--- src/rtl/sfe_pkg.sv ---
// Shared types and constants for the short-command serial flash engine.
// Assumes 8-bit bytes and a register window of eight offsets.
package sfe_pkg;
    localparam int BYTE_W  = 8;
    localparam int MAX_WR  = 5;
    localparam int MAX_RD  = 3;
    localparam int OFS_W   = 3;
    localparam int RX_BASE = 5;
    localparam int CNT_W   = $clog2(MAX_WR + MAX_RD + 1);

    typedef logic [BYTE_W-1:0] byte_t;

    // Outgoing length class carried in control bits 1:0
    typedef enum logic [1:0] {
        WL_OP          = 2'd0,
        WL_OP_EXT      = 2'd1,
        WL_OP_ADDR     = 2'd2,
        WL_OP_ADDR_EXT = 2'd3
    } wlen_e;

    typedef enum logic [1:0] {
        SQ_IDLE  = 2'd0,
        SQ_ISSUE = 2'd1,
        SQ_WAIT  = 2'd2,
        SQ_CLOSE = 2'd3
    } seq_e;

    // Number of bytes placed on the wire for a length class
    function automatic logic [CNT_W-1:0] wlen_bytes(wlen_e c);
        case (c)
            WL_OP:      return CNT_W'(1);
            WL_OP_EXT:  return CNT_W'(2);
            WL_OP_ADDR: return CNT_W'(4);
            default:    return CNT_W'(5);
        endcase
    endfunction
endpackage

--- src/rtl/sfe_regs.sv ---
// Register file and control decode.
// Offset 0 reads the busy status, and a write to it may raise a start pulse.
// Offsets 1..7 hold bytes. The sequencer's capture port has priority over a
// host write to the same offset in the same cycle.
module sfe_regs
    import sfe_pkg::*;
#(
    parameter logic [2:0] START_CODE = 3'b101
) (
    input  logic             clk,
    input  logic             rst_n,
    input  logic             host_we,
    input  logic [OFS_W-1:0] host_addr,
    input  byte_t            host_wdata,
    output byte_t            host_rdata,
    input  logic             busy_i,
    input  logic             cap_we,
    input  logic [1:0]       cap_idx,
    input  byte_t            cap_data,
    output logic             start_o,
    output wlen_e            cls_o,
    output logic [1:0]       rcnt_o,
    output byte_t            op_o,
    output byte_t            adr_first_o,
    output byte_t            adr_mid_o,
    output byte_t            adr_last_o,
    output byte_t            ext_o
);
    localparam int NREG = (1 << OFS_W) - 1;

    byte_t regs_q [1:NREG];
    logic  ctrl_wr;

    assign ctrl_wr = host_we && (host_addr == '0);

    // Start is accepted only when idle and the upper nibble matches
    assign start_o = ctrl_wr && !busy_i && (host_wdata[7:4] == {1'b0, START_CODE});
    assign cls_o   = wlen_e'(host_wdata[1:0]);
    assign rcnt_o  = host_wdata[3:2];

    // Byte storage: a response capture wins over a host write
    always_ff @(posedge clk) begin
        if (!rst_n) begin
            for (int i = 1; i <= NREG; i++) regs_q[i] <= '0;
        end else begin
            for (int i = 1; i <= NREG; i++) begin
                if (cap_we && ((RX_BASE + int'(cap_idx)) == i))
                    regs_q[i] <= cap_data;
                else if (host_we && (host_addr == OFS_W'(i)))
                    regs_q[i] <= host_wdata;
            end
        end
    end

    // Read mux: status at offset 0, stored bytes elsewhere
    always_comb begin
        if (host_addr == '0) host_rdata = {busy_i, 7'b0};
        else                 host_rdata = regs_q[host_addr];
    end

    assign op_o        = regs_q[1];
    assign adr_first_o = regs_q[4];
    assign adr_mid_o   = regs_q[3];
    assign adr_last_o  = regs_q[2];
    assign ext_o       = regs_q[7];
endmodule

--- src/rtl/sfe_shift.sv ---
// Byte shifter in SPI mode 0, MSB first.
// Assumes go_i arrives only while active_o is low. Each serial clock phase
// lasts HALF system clocks. MISO is sampled on the rising edge, and MOSI
// advances on the falling edge. done_o pulses for one cycle after the eighth
// falling edge, with the received byte on rx_o.
module sfe_shift
    import sfe_pkg::*;
#(
    parameter int HALF = 2
) (
    input  logic  clk,
    input  logic  rst_n,
    input  logic  go_i,
    input  byte_t tx_i,
    output logic  done_o,
    output byte_t rx_o,
    output logic  active_o,
    output logic  sclk_o,
    output logic  mosi_o,
    input  logic  miso_i
);
    localparam int CW = (HALF > 1) ? $clog2(HALF) : 1;

    logic [CW-1:0] div_q;
    logic [2:0]    bit_q;
    byte_t         sr_q, rx_q;
    logic          act_q, sclk_q, done_q;
    logic          tick;

    assign tick = (div_q == CW'(HALF - 1));

    // Divider, phase toggling and bit shifting for one byte
    always_ff @(posedge clk) begin
        if (!rst_n) begin
            div_q  <= '0;
            bit_q  <= '0;
            sr_q   <= '0;
            rx_q   <= '0;
            act_q  <= 1'b0;
            sclk_q <= 1'b0;
            done_q <= 1'b0;
        end else begin
            done_q <= 1'b0;
            if (!act_q) begin
                div_q  <= '0;
                sclk_q <= 1'b0;
                if (go_i) begin
                    act_q <= 1'b1;
                    sr_q  <= tx_i;
                    bit_q <= '0;
                end
            end else if (tick) begin
                div_q <= '0;
                if (!sclk_q) begin
                    sclk_q <= 1'b1;
                    rx_q   <= {rx_q[BYTE_W-2:0], miso_i};
                end else begin
                    sclk_q <= 1'b0;
                    if (bit_q == 3'd7) begin
                        act_q  <= 1'b0;
                        done_q <= 1'b1;
                    end else begin
                        bit_q <= bit_q + 3'd1;
                        sr_q  <= {sr_q[BYTE_W-2:0], 1'b0};
                    end
                end
            end else begin
                div_q <= div_q + CW'(1);
            end
        end
    end

    assign done_o   = done_q;
    assign rx_o     = rx_q;
    assign active_o = act_q;
    assign sclk_o   = sclk_q;
    assign mosi_o   = sr_q[BYTE_W-1];


    mosi_hold_chk: assert property (@(posedge clk) disable iff (!rst_n)
        (sclk_q && $past(sclk_q)) |-> $stable(sr_q[BYTE_W-1]));
endmodule

--- src/rtl/sfe_seq.sv ---
// Frame sequencer.
// On start it latches the byte list for the length class and the read count.
// It then hands bytes to the shifter one at a time: write bytes first, then
// zero bytes for the reads. Response bytes are routed to capture slots 0..2.
// Chip select stays low from the start until one cycle after the last byte.
module sfe_seq
    import sfe_pkg::*;
(
    input  logic             clk,
    input  logic             rst_n,
    input  logic             start_i,
    input  wlen_e            cls_i,
    input  logic [1:0]       rcnt_i,
    input  byte_t            op_i,
    input  byte_t            adr_first_i,
    input  byte_t            adr_mid_i,
    input  byte_t            adr_last_i,
    input  byte_t            ext_i,
    output logic             go_o,
    output byte_t            tx_o,
    input  logic             done_i,
    input  byte_t            rx_i,
    output logic             cap_we_o,
    output logic [1:0]       cap_idx_o,
    output byte_t            cap_data_o,
    output logic             busy_o,
    output logic             cs_n_o
);
    seq_e             state_q;
    byte_t            lst_q  [0:MAX_WR-1];
    byte_t            nxt_lst[0:MAX_WR-1];
    logic [CNT_W-1:0] idx_q, nwr_q, total_q;
    logic [1:0]       rcnt_q;
    logic             in_write;

    // Wire order of the outgoing bytes for the requested class
    always_comb begin
        nxt_lst[0] = op_i;
        for (int k = 1; k < MAX_WR; k++) nxt_lst[k] = '0;
        case (cls_i)
            WL_OP_EXT: nxt_lst[1] = ext_i;
            WL_OP_ADDR: begin
                nxt_lst[1] = adr_first_i;
                nxt_lst[2] = adr_mid_i;
                nxt_lst[3] = adr_last_i;
            end
            WL_OP_ADDR_EXT: begin
                nxt_lst[1] = adr_first_i;
                nxt_lst[2] = adr_mid_i;
                nxt_lst[3] = adr_last_i;
                nxt_lst[4] = ext_i;
            end
            default: ;
        endcase
    end

    // Frame control: latch on start, step through bytes, release select
    always_ff @(posedge clk) begin
        if (!rst_n) begin
            state_q <= SQ_IDLE;
            idx_q   <= '0;
            nwr_q   <= '0;
            total_q <= '0;
            rcnt_q  <= '0;
            for (int k = 0; k < MAX_WR; k++) lst_q[k] <= '0;
        end else begin
            case (state_q)
                SQ_IDLE: if (start_i) begin
                    for (int k = 0; k < MAX_WR; k++) lst_q[k] <= nxt_lst[k];
                    nwr_q   <= wlen_bytes(cls_i);
                    total_q <= wlen_bytes(cls_i) + CNT_W'(rcnt_i);
                    rcnt_q  <= rcnt_i;
                    idx_q   <= '0;
                    state_q <= SQ_ISSUE;
                end
                SQ_ISSUE: state_q <= SQ_WAIT;
                SQ_WAIT: if (done_i) begin
                    if (idx_q == total_q - CNT_W'(1)) begin
                        state_q <= SQ_CLOSE;
                    end else begin
                        idx_q   <= idx_q + CNT_W'(1);
                        state_q <= SQ_ISSUE;
                    end
                end
                default: state_q <= SQ_IDLE;
            endcase
        end
    end

    assign in_write   = (idx_q < nwr_q);
    assign go_o       = (state_q == SQ_ISSUE);
    assign tx_o       = in_write ? lst_q[idx_q[2:0]] : '0;
    assign cap_we_o   = (state_q == SQ_WAIT) && done_i && !in_write;
    assign cap_idx_o  = 2'(idx_q - nwr_q);
    assign cap_data_o = rx_i;
    assign busy_o     = (state_q != SQ_IDLE);
    assign cs_n_o     = (state_q == SQ_IDLE);


    frame_len_hold_chk: assert property (@(posedge clk) disable iff (!rst_n)
        (state_q != SQ_IDLE && $past(state_q) != SQ_IDLE) |-> ($stable(total_q) && $stable(rcnt_q)));


    cap_slot_range_chk: assert property (@(posedge clk) disable iff (!rst_n)
        cap_we_o |-> (cap_idx_o < rcnt_q));
endmodule

--- src/rtl/sfe_top.sv ---
// Short-command serial flash engine: register file, frame sequencer and byte
// shifter. Assumes a single device on one select line and HALF_DIV >= 1.
module sfe_top
    import sfe_pkg::*;
#(
    parameter int         HALF_DIV   = 2,
    parameter logic [2:0] START_CODE = 3'b101
) (
    input  logic       clk,
    input  logic       rst_n,
    input  logic       host_we,
    input  logic [2:0] host_addr,
    input  logic [7:0] host_wdata,
    output logic [7:0] host_rdata,
    output logic       spi_sclk,
    output logic       spi_cs_n,
    output logic       spi_mosi,
    input  logic       spi_miso
);
    logic       busy, start, go, done, cap_we, sh_act;
    logic [1:0] rcnt, cap_idx;
    wlen_e      cls;
    byte_t      op_b, a_first, a_mid, a_last, ext_b, tx_b, rx_b, cap_b;

    sfe_regs #(.START_CODE(START_CODE)) u_regs (
        .clk(clk), .rst_n(rst_n),
        .host_we(host_we), .host_addr(host_addr), .host_wdata(host_wdata),
        .host_rdata(host_rdata), .busy_i(busy),
        .cap_we(cap_we), .cap_idx(cap_idx), .cap_data(cap_b),
        .start_o(start), .cls_o(cls), .rcnt_o(rcnt),
        .op_o(op_b), .adr_first_o(a_first), .adr_mid_o(a_mid),
        .adr_last_o(a_last), .ext_o(ext_b)
    );

    sfe_seq u_seq (
        .clk(clk), .rst_n(rst_n),
        .start_i(start), .cls_i(cls), .rcnt_i(rcnt),
        .op_i(op_b), .adr_first_i(a_first), .adr_mid_i(a_mid),
        .adr_last_i(a_last), .ext_i(ext_b),
        .go_o(go), .tx_o(tx_b), .done_i(done), .rx_i(rx_b),
        .cap_we_o(cap_we), .cap_idx_o(cap_idx), .cap_data_o(cap_b),
        .busy_o(busy), .cs_n_o(spi_cs_n)
    );

    sfe_shift #(.HALF(HALF_DIV)) u_shift (
        .clk(clk), .rst_n(rst_n),
        .go_i(go), .tx_i(tx_b), .done_o(done), .rx_o(rx_b),
        .active_o(sh_act), .sclk_o(spi_sclk), .mosi_o(spi_mosi),
        .miso_i(spi_miso)
    );


    shift_selected_chk: assert property (@(posedge clk) disable iff (!rst_n)
        sh_act |-> !spi_cs_n);


    bad_start_idle_chk: assert property (@(posedge clk) disable iff (!rst_n)
        (host_we && host_addr == 3'd0 && host_wdata[7:4] != {1'b0, START_CODE} && !busy)
        |=> !busy);
endmodule

--- config.mk ---
export PLATFORM = sky130hd
export DESIGN_NAME = sfe_top
export DESIGN_NICKNAME = d
export VERILOG_FILES = /design/src/rtl/sfe_pkg.sv /design/src/rtl/sfe_regs.sv /design/src/rtl/sfe_shift.sv /design/src/rtl/sfe_seq.sv /design/src/rtl/sfe_top.sv
export SDC_FILE = /design/constraint.sdc
export NUM_CORES = 1
export LEC_CHECK = 0
export BUFFER_PORTS_ARGS = -buffer_cell sky130_fd_sc_hd__clkbuf_2
export CORE_MARGIN = 5
export CORE_UTILIZATION = 30
export CTS_CLUSTER_SIZE = 30
export DETAILED_ROUTE_END_ITERATION = 10
export GPL_TIMING_DRIVEN = 0
export HOLD_SLACK_MARGIN = 0.05
export PLACE_DENSITY = 0.49
export SLEW_MARGIN = 30
export SYNTH_ARGS = -nofsm -noshare
export SYNTH_HDL_FRONTEND = slang
export SYNTH_SLANG_ARGS = --single-unit
--- constraint.sdc ---
create_clock -name clk -period 3.7 [get_ports clk]
set_clock_uncertainty 0.2 [all_clocks]
set_input_delay 0 -clock clk [delete_from_list [all_inputs] [get_ports clk]]
set_output_delay 0 -clock clk [all_outputs]
set_load 0.005 [all_outputs]
==> flow_summary.json <==
{
  "p_leak_nw": 2.87,
  "p_total_mw": 3.66,
  "insertion_delay_ns": 0.42,
  "tritoncts": "yes",
  "yosysSeqAreaShare_pct": 56.3,
  "clock-sinks": 135,
  "fillers": 2047,
  "dp_hpwl_mm": 12.8,
  "post-place-ws_ns": 0.845,
  "end_kind": "register",
  "ant_nets": 0,
  "syn-mean-instance-area_um2": 12.6,
  "drt_pre_antenna_iters": 5,
  "ys_ff_latch": 135,
  "grt_pass1_vias": 4472,
  "final_nets": 602,
  "finalCriticalPeriod_ns": 2.82,
  "hold_viol_final": 0,
  "clk_pin_slew_worst_paths_ns": 0.06,
  "synth.distinct_cells": 54,
  "rsz0062_at_grt": "false",
  "finalSetupViolCount": 0,
  "std_cell_rows": 53,
  "die_height_um": 157,
  "tightest_slew_ns": 0.927,
  "hp-class": "primary input to register",
  "power_density_mw_per_mm2": 476,
  "track_usage_pct": 15.0,
  "vias_per_cell": 5.10,
  "cts_hold_buf": 12,
  "gp_congestion": 0.804,
  "io_pins": 26,
  "cts_root_buf": "clkbuf_16",
  "ys_warn_count": 0,
  "cts_inserted_buffers": 17,
  "grt_overflow": 0,
  "dp.cells": 816,
  "slowest_stage": "fa_1",
  "routed_wirelength_mm": 17.8,
  "path_class": "register to register",
  "final_cells": 859,
  "required_ns": 3.51,
  "maxCapViolations": 0,
  "grt_max_degree": 45,
  "h-tree-depth": 4,
  "finalSetupTns_ns": 0,
  "synthCells": 517,
  "syn_area_mm2": 0.00650,
  "crit_path_max_incr_delay_ns": 0.43,
  "slew_viol_final": 0,
  "crit_chain": "inv_1 > ha_1 > inv_1 > fa_1 > a211oi_1 > nor2b_1 > buf_4 > nand3_1 > nand3_1",
  "ys.flop_type": "edfxtp_1",
  "timing.final.ws_setup_ns": 0.875,
  "timing.fmax_mhz": 354,
  "drive_above_1_share_pct": 18.8,
  "die_w_um": 157,
  "ir_worst_vdd_mv": 0.206,
  "synth_edf_count": 96,
  "drt_iter0_markers": 297,
  "post_cts_buffers": 0,
  "crit_path_start_kind": "register",
  "core_area_mm2": 0.0212,
  "cts_buffer_depth": 2,
  "post_cts_resized": 0,
  "antenna_found_initial": 0,
  "post_drt_wl_per_cell_um": 20.7,
  "status": "finished clean",
  "worstPathArrival_ns": 2.63,
  "io_buffers": 24,
  "die-area_mm2": 0.0247,
  "grt_pass1_wl_mm": 27.2,
  "synth-async-reset-ratio_pct": 0,
  "drc_errors": 0,
  "vias": 4380,
  "timing.slew.headroom_pct": 37.9,
  "num_antenna_cells": 0,
  "start_util_pct": 30.7,
  "synth_fp_nets": 547,
  "area_growth_pct": 18.2,
  "finalCritPeriodShare_pct": 76.3,
  "cp_max_fo": 8
}
## critical path: cells and delay by family, from the launching register on
kind | cells | cell delay (ns)
fa+ha+maj | 2 | 0.58
buf+inv | 3 | 0.33
simple gates | 3 | 0.55
flops | 1 | 0.36
compound gates | 1 | 0.39
## Yosys cell counts (8+ instances only)
cell	count	area [µm²]
ha_1	13	163
nor2_4	8	90.1
buf_2	9	45.0
a22oi_1	17	128
mux4_2	17	383
nand2_1	22	82.6
inv_1	14	52.6
a22o_1	25	219
a21oi_1	20	100
mux2_2	8	90.1
and3_1	19	119
clkbuf_1	12	45.0
nor2_1	35	131
o21ai_1	12	60.1
edfxtp_1	96	2880
nor3_1	9	45.0
o21ai_0	12	60.1
and2_1	40	250
dfxtp_1	39	781
mux2i_1	17	170
## stage by stage
stage          area [µm²]  util (%)  hold slack (ns)
2_1_floorplan        6500         -          -0.0561
3_3_place_gp         6970      32.9           0.0587
3_5_place_dp         6970      33.0           0.0572
4_1_cts              7680      36.3           0.0666
5_1_grt              7690      36.3           0.0979
6_report             7690      36.3           0.0975
## report_power, final
group | total, mW | switching, mW | leakage [nW] | internal [mW]
Clock | 1.73 | 0.615 | 0.292 | 1.11
Combinational | 0.226 | 0.144 | 1.31 | 0.0829
Sequential | 1.70 | 0.0252 | 1.27 | 1.67
## cells by family (layout without fill, tap and decap cells)
kind of cell,count (synthesis),in the layout,synth area share (%)
XOR/XNOR,8,8,1.08
AND/OR/NAND/NOR,172,172,15.6
multiplexers,42,42,9.89
adder cells (fa/ha/maj),15,15,3.12
AO/OA/AOI/OAI,100,100,10.7
flip-flops,135,135,56.3
buffers and inverters,45,112,3.29
## flip-flops by register name, summed over array words and instances (netlist names), named ones only
register / flops
u_shift.done_o: 1
u_seq.total_q: 4
u_seq.idx_q: 4
u_shift.bit_q: 3
u_regs.regs_q: 56
u_seq.lst_q: 40
u_shift.rx_o: 8
u_shift.sr_q: 8
u_seq.nwr_q: 3
u_shift.active_o: 1
u_shift.sclk_o: 1
u_seq.state_q: 2
u_shift.div_q: 1
## metal layers
| metal | up-vias | wire length, µm | global-route usage (%) |
|---|---|---|---|
| met5 | - | 0 | 0 |
| met4 | 0 | 227 | 3.89 |
| met3 | 16 | 1030 | 3.30 |
| met2 | 131 | 8770 | 25.1 |
| met1 | 2191 | 7780 | 19.9 |
| li1 | 2042 | - | - |
## layout make-up
class / count / area [µm²] / area share [%]
Sequential cell: 135 / 3660 / 47.7
Multi-Input combinational cell: 337 / 2630 / 34.2
Clock buffer: 20 / 437 / 5.68
Tap cell: 275 / 344 / 4.48
Timing Repair Buffer: 36 / 240 / 3.13
Buffer: 30 / 158 / 2.05
Clock inverter: 11 / 156 / 2.03
Inverter: 15 / 57.6 / 0.749
## final timing paths
| kind | startpoint | end | slack, ns | depth (start not counted) |
|---|---|---|---|---|
| max | u_seq.idx_q[0]$_SDFFE_PN0P_ | u_regs.regs_q[7][5]$_DFFE_PP_ | 0.88 | 9 |
| min | host_addr[2] | u_regs.regs_q[2][5]$_DFFE_PP_ | 0.1 | 3 |
| max reg2reg | u_seq.idx_q[0]$_SDFFE_PN0P_ | u_regs.regs_q[7][5]$_DFFE_PP_ | 0.88 | 9 |
| min reg2reg | u_seq.nwr_q[0]$_SDFFE_PN0N_ | u_seq.nwr_q[0]$_SDFFE_PN0N_ | 0.26 | 2 |
## placed cells by master (no fill, tap or decap), drive strengths merged, types with 5 or more instances in the layout
master	instances
a21oi	22
a22o	25
a22oi	17
and2	40
and3	19
buf	18
clkbuf	56
clkinv	8
dfxtp	39
dlygate4sd3	12
edfxtp	96
ha	13
inv	14
mux2	8
mux2i	17
mux4	17
nand2	22
nand2b	8
nand3	8
nor2	43
nor3	10
o21ai	24
xnor2	5
(Power assumes the default switching activity.)
